[src/rtl/clkdiv_lookahead.sv]
module clkdiv_lookahead #(
  parameter int STAGES = 4
) (
  input  logic                  clk,
  input  logic                  rst,
  input  logic [2*STAGES-1:0]   ratio,
  output logic                  div_pulse
);
  localparam int W = 2 * STAGES;

  logic [STAGES-1:0][1:0] dig;
  logic [STAGES-1:0]      en_q;
  logic                   reload_q;
  logic [STAGES-1:0]      zero_d;
  logic [STAGES:0]        la;
  logic [STAGES:0]        ld;
  logic [W-1:0]           cnt;

  assign cnt = dig;

  // first decoder level: per-digit flags
  genvar k;
  generate
    for (k = 0; k < STAGES; k++) begin : g_dec
      assign zero_d[k] = (dig[k] == 2'd0);
    end
  endgenerate

  // second level: la[k] = lower k digits hold exactly one; ld[k] = lower k ratio digits are zero
  assign la[0] = 1'b1;
  assign ld[0] = 1'b1;
  generate
    for (k = 1; k <= STAGES; k++) begin : g_la
      if (k == 1) begin : g_first
        assign la[k] = (dig[0] == 2'd1);
      end else begin : g_rest
        assign la[k] = la[k-1] & zero_d[k-1];
      end
      assign ld[k] = ld[k-1] & (ratio[2*k-1 -: 2] == 2'd0);
    end
  endgenerate

  generate
    for (k = 0; k < STAGES; k++) begin : g_stage
      always_ff @(posedge clk) begin
        if (rst || reload_q) begin
          dig[k]  <= ratio[2*k+1 -: 2];
          en_q[k] <= ld[k];
        end else begin
          if (en_q[k]) dig[k] <= dig[k] - 2'd1;
          en_q[k] <= la[k];
        end
      end
    end
  endgenerate

  always_ff @(posedge clk) begin
    if (rst || reload_q) reload_q <= ld[STAGES];
    else                 reload_q <= la[STAGES];
  end

  assign div_pulse = reload_q;

  // period checker kept beside the counter
  logic         a_armed;
  logic [W-1:0] a_left;
  always_ff @(posedge clk) begin
    if (rst) begin
      a_armed <= 1'b0;
      a_left  <= '0;
    end else if (reload_q) begin
      a_armed <= 1'b1;
      a_left  <= ratio;
    end else begin
      a_left  <= a_left - W'(1);
    end
  end

  p_period_r1: assert property (@(posedge clk) disable iff (rst)
    a_armed |-> (reload_q == (a_left == '0)));

  p_bypass_r2: assert property (@(posedge clk) disable iff (rst)
    (reload_q && ratio == '0) |=> reload_q);

  p_single_r3: assert property (@(posedge clk) disable iff (rst)
    (reload_q && ratio != '0) |=> !reload_q);

  p_load_r4: assert property (@(posedge clk) disable iff (rst)
    reload_q |=> (cnt == $past(ratio)));

  p_step_r6: assert property (@(posedge clk) disable iff (rst)
    !reload_q |=> (cnt == $past(cnt) - W'(1)));

  p_reload_zero_r6: assert property (@(posedge clk) disable iff (rst)
    reload_q |-> (cnt == '0));

  generate
    for (k = 1; k < STAGES; k++) begin : g_chk
      p_lookahead_r6: assert property (@(posedge clk) disable iff (rst)
        en_q[k] == (cnt[2*k-1:0] == '0));
    end
  endgenerate
endmodule

[config.mk]
export PLATFORM = sky130hd
export DESIGN_NAME = clkdiv_lookahead
export DESIGN_NICKNAME = d
export VERILOG_FILES = /design/src/rtl/clkdiv_lookahead.sv
export SDC_FILE = /design/constraint.sdc
export NUM_CORES = 1
export LEC_CHECK = 0
export ABC_CLOCK_PERIOD_IN_PS = 1300
export BUFFER_PORTS_ARGS = -buffer_cell sky130_fd_sc_hd__buf_2
export CAP_MARGIN = 0
export CORE_AREA = 4 4 41 43
export CTS_BUF_LIST = sky130_fd_sc_hd__clkbuf_8
export DETAILED_ROUTE_END_ITERATION = 12
export DIE_AREA = 0 0 45 47
export PLACE_DENSITY = 0.67
export SLEW_MARGIN = 20
export SYNTH_ARGS = -nofsm -noshare
export SYNTH_HDL_FRONTEND = slang
export SYNTH_SLANG_ARGS = --single-unit
[constraint.sdc]
create_clock -name clk -period 1.3 [get_ports clk]
set_input_delay 0.065 -clock clk [delete_from_list [all_inputs] [get_ports clk]]
set_output_delay 0.065 -clock clk [all_outputs]
set_load 0.01 [all_outputs]
==> impl.org <==
** Floorplanning
- The floorplan step defined a die boundary enclosing 2120 um2.
- During I/O placement, the number of pins put on the boundary was 11.
- Chip Height :: roughly 47 um
- The core region is between 1000 and 1500 um2.
- The initialized floorplan defines 13 standard-cell rows.
- For this configuration, the core starts out at a cell density of approximately 46%.
- Die width :: between 40 and 50 um

** Synth
- Sequential-to-total area share from yosys stat :: between 40% and 50%
- Summed instance area of the synthesized netlist :: between 600 and 700 um2
- Synthesis-stage register bit count :: 12
- YS warnings :: 0
- Post-Synthesis Cells :: 59
- Post-Synthesis Mean Instance Area :: around 10 um2
- Counting every net in the synthesized netlist gives between 70 and 80.
- The netlist uses 16 different library cells.

** CTS
- Clock buffer depth :: 2
- CTS saw 12 sinks.
- Gates resized, CTS repair :: 0
- Number of setup buffers added after CTS :: 0
- Deepest level of the CTS H-tree :: 1
- Clock insertion delay at the later pin of the skew report :: about 240 ps
- TritonCTS built the clock tree.
- Clock-pin transition on the worst setup and hold timing paths :: 50 ps
- In this run the clock root is driven by a sky130_fd_sc_hd__clkbuf_8.
- Clock buffers created by TritonCTS :: 3
- The number of hold buffers added after CTS was 0.

** Worst setup path
- Data arrives at the worst endpoint at between 1000 and 1500 ps.
- Maximum net fanout on the critical path :: 17
- Data on the critical path is required at its endpoint by about 1300 ps.
- Together, buffers and inverters on the worst path number 1.
- Walking the worst path, the cells encountered are or2_1 > buf_12 > nand2_1 > o21ai_2.
- Type of element launching the critical path :: flip-flop
- On the worst path, the slowest cell contributes a delay of between 300 and 400 ps.
- Endpoint kind of the worst setup timing path :: flip-flop
- The critical path is of the reg -> reg type.
- Standard cell with the maximum stage delay on the critical path :: sky130_fd_sc_hd__dfxtp_1
- CP top delay family :: simple AND/OR/NAND/NOR gates
- R2R Setup Slk :: 130 ps

** STA
- Post-layout min period :: roughly 1200 ps
- Share of the cycle needed by the critical path after routing :: between 90% and 100%
- The worst pin sits at a relative slew slack of 83.0%.
- Final Max Tran Viols :: 0
- The hold violation total from the final report came to 0.
- Setup violations remaining at the end of the flow were counted as 0.
- Max Clk Rate :: 854 MHz
- Setup repair after global routing left no endpoint under its margin.
- Between clock sinks in the finished design, the worst skew comes to about 0.88 ps.
- Sum of negative setup slack :: 0 ps
- At the pin with the least slew margin, the transition time is 253 ps.

** Place
- Port buffering added 10 buffers.
- Number of cells in the design after placement :: 83
- The congestion estimate from routability-driven global placement came to between 0.6 and 0.7.
- After legalization and detailed placement, the total HPWL measured 811 um.

** Job
- The tool flagged a number of max-cap violations equal to 0.

** Pwr
- In this run the power density over the cells is 1310 nW/um2.
- Across the VDD grid, the largest voltage drop is 0.899 mV.
- Leakage :: roughly 0.33 nW

** Global routing
- Maximum number of pins on one net before global-route repair :: 18
- Global routing finished with a remaining overflow of 0.
- The initial antenna violation count is 0.
- Wire length of the first global-routing pass :: about 1900 um
- The via count of the first global-routing pass came to 425.
- Total GRT Usage :: between 10% and 20%

** Detailed routing
- Drt pass-1 iters :: 4
- DRT antenna net count :: 0
- Detailed Route WL :: a little over 1000 um
- In the routed layout, each cell is associated on average with a via count of 4.93.
- After detailed routing, the average wire length per cell comes to 11.7 um.
- Number of remaining DRC errors :: 0
- Vias :: between 400 and 500
- The detailed router finished its first iteration with 22 violations.

** Finish
- Final-stage net count :: 87
- Layout cell share with drive strength beyond 1 :: a little over a third
- Area growth from synthesis to layout :: 17.8%
- The finished layout holds a little under 90 standard cells, fillers aside.
- Number of filler instances in the final layout :: 118
- The repair_antennas step left the layout with diodes totalling 0.

** Status
- The flow ran to the end, and the final reports show no timing, DRC or antenna violations.

** Min path
- The tightest min-delay check is of the in -> reg type.
-- synth_stat cells --
cell	number	area, um2
sky130_fd_sc_hd__nand2_1	14	52.6
sky130_fd_sc_hd__inv_1	8	30.0
sky130_fd_sc_hd__o21ai_2	7	61.3
sky130_fd_sc_hd__dfxtp_1	6	120
sky130_fd_sc_hd__edfxtp_1	6	180
sky130_fd_sc_hd__ha_1	4	50.1
sky130_fd_sc_hd__or3_2	3	22.5
sky130_fd_sc_hd__nand3_1	2	10.0
sky130_fd_sc_hd__nor2_1	2	7.51
sky130_fd_sc_hd__buf_6	1	11.3
sky130_fd_sc_hd__buf_8	1	15.0
sky130_fd_sc_hd__nand4_1	1	6.26
sky130_fd_sc_hd__nor4_1	1	6.26
sky130_fd_sc_hd__o31ai_1	1	7.51
sky130_fd_sc_hd__o32ai_2	1	16.3
sky130_fd_sc_hd__or2_1	1	6.26
-- final cells by class --
cell class / instances / area [um2] / share of cell area, %
inverters: 8 / 30.0 / 4.23
well taps: 15 / 18.8 / 2.64
flip-flops and latches: 12 / 300 / 42.3
clock inverters: 1 / 3.75 / 0.528
clock buffers: 3 / 41.3 / 5.81
multi-input cells: 37 / 246 / 34.7
repair buffers: 11 / 70.1 / 9.86
-- through the flow --
step | setup WS, ps | area (um2) | hold slack [ps] | util (%) | power, mW
floorplan | 85.8 | 603 | 165 | - | 0.558
global placement | 174 | 666 | 281 | 51.2 | 0.593
detailed placement | 135 | 666 | 282 | 51.2 | 0.597
CTS | 121 | 711 | 36.8 | 54.6 | 0.938
global route | 76.5 | 711 | 42.9 | 54.6 | 0.993
finish | 129 | 711 | 35.5 | 54.6 | 0.934
-- placed cells by master (no fill, tap or decap) --
| master | synthesis | final |
|---|---|---|
| sky130_fd_sc_hd__nand2_1 | 14 | 14 |
| sky130_fd_sc_hd__buf_2 | 0 | 10 |
| sky130_fd_sc_hd__inv_1 | 8 | 8 |
| sky130_fd_sc_hd__o21ai_2 | 7 | 7 |
| sky130_fd_sc_hd__dfxtp_1 | 6 | 6 |
| sky130_fd_sc_hd__edfxtp_1 | 6 | 6 |
| sky130_fd_sc_hd__ha_1 | 4 | 4 |
| sky130_fd_sc_hd__or3_2 | 3 | 3 |
| sky130_fd_sc_hd__clkbuf_8 | 0 | 3 |
| sky130_fd_sc_hd__nor2_1 | 2 | 2 |
| sky130_fd_sc_hd__nand3_1 | 2 | 2 |
| sky130_fd_sc_hd__or2_1 | 1 | 1 |
| sky130_fd_sc_hd__nor4_1 | 1 | 1 |
| sky130_fd_sc_hd__nand4_1 | 1 | 1 |
| sky130_fd_sc_hd__o32ai_2 | 1 | 1 |
| sky130_fd_sc_hd__o31ai_1 | 1 | 1 |
| sky130_fd_sc_hd__clkinv_1 | 0 | 1 |
| sky130_fd_sc_hd__buf_12 | 0 | 1 |
-- power breakdown --
group          total (mW)  internal [mW]  switching [mW]
registers           0.454          0.439          0.0143
logic               0.135         0.0638          0.0710
clock network       0.345          0.208           0.137
-- worst paths after layout --
check                                from     end  cells past startpoint
worst max-delay path            div_pulse  cnt[3]                      4
worst min-delay path             ratio[1]  cnt[1]                      3
worst max register to register  div_pulse  cnt[3]                      4
worst min register to register     cnt[0]  cnt[0]                      1
-- state kept, by name (all words and copies together), names as in the netlist --
register and flops:
div_pulse 1, en_q 3, cnt 8
-- metal layers --
metal / vias to the layer above / track usage, % / wire length (um)
li1: 227 / - / -
met1: 184 / 16.0 / 489
met2: 12 / 19.5 / 439
met3: 6 / 4.60 / 48
met4: 0 / 8.77 / 44
met5: - / 0 / 0
-- cell families (layout without fill, tap and decap cells) --
group / count (synthesis) / after routing / synth area share, %
and+or+nand+nor: 24 / 24 / 18.5
AOI/OAI and AO/OA: 9 / 9 / 14.1
buffers and inverters: 10 / 23 / 9.34
DFF: 12 / 12 / 49.8
adders and majority gates: 4 / 4 / 8.30
-- worst reg2reg max path: cells and delay by family (launching register included) --
family / cells / cell delay, ps
and+or+nand+nor: 2 / 370
DFF: 1 / 340
buffers and inverters: 1 / 170
AOI/OAI and AO/OA: 1 / 50
(Power assumes the default switching activity.)
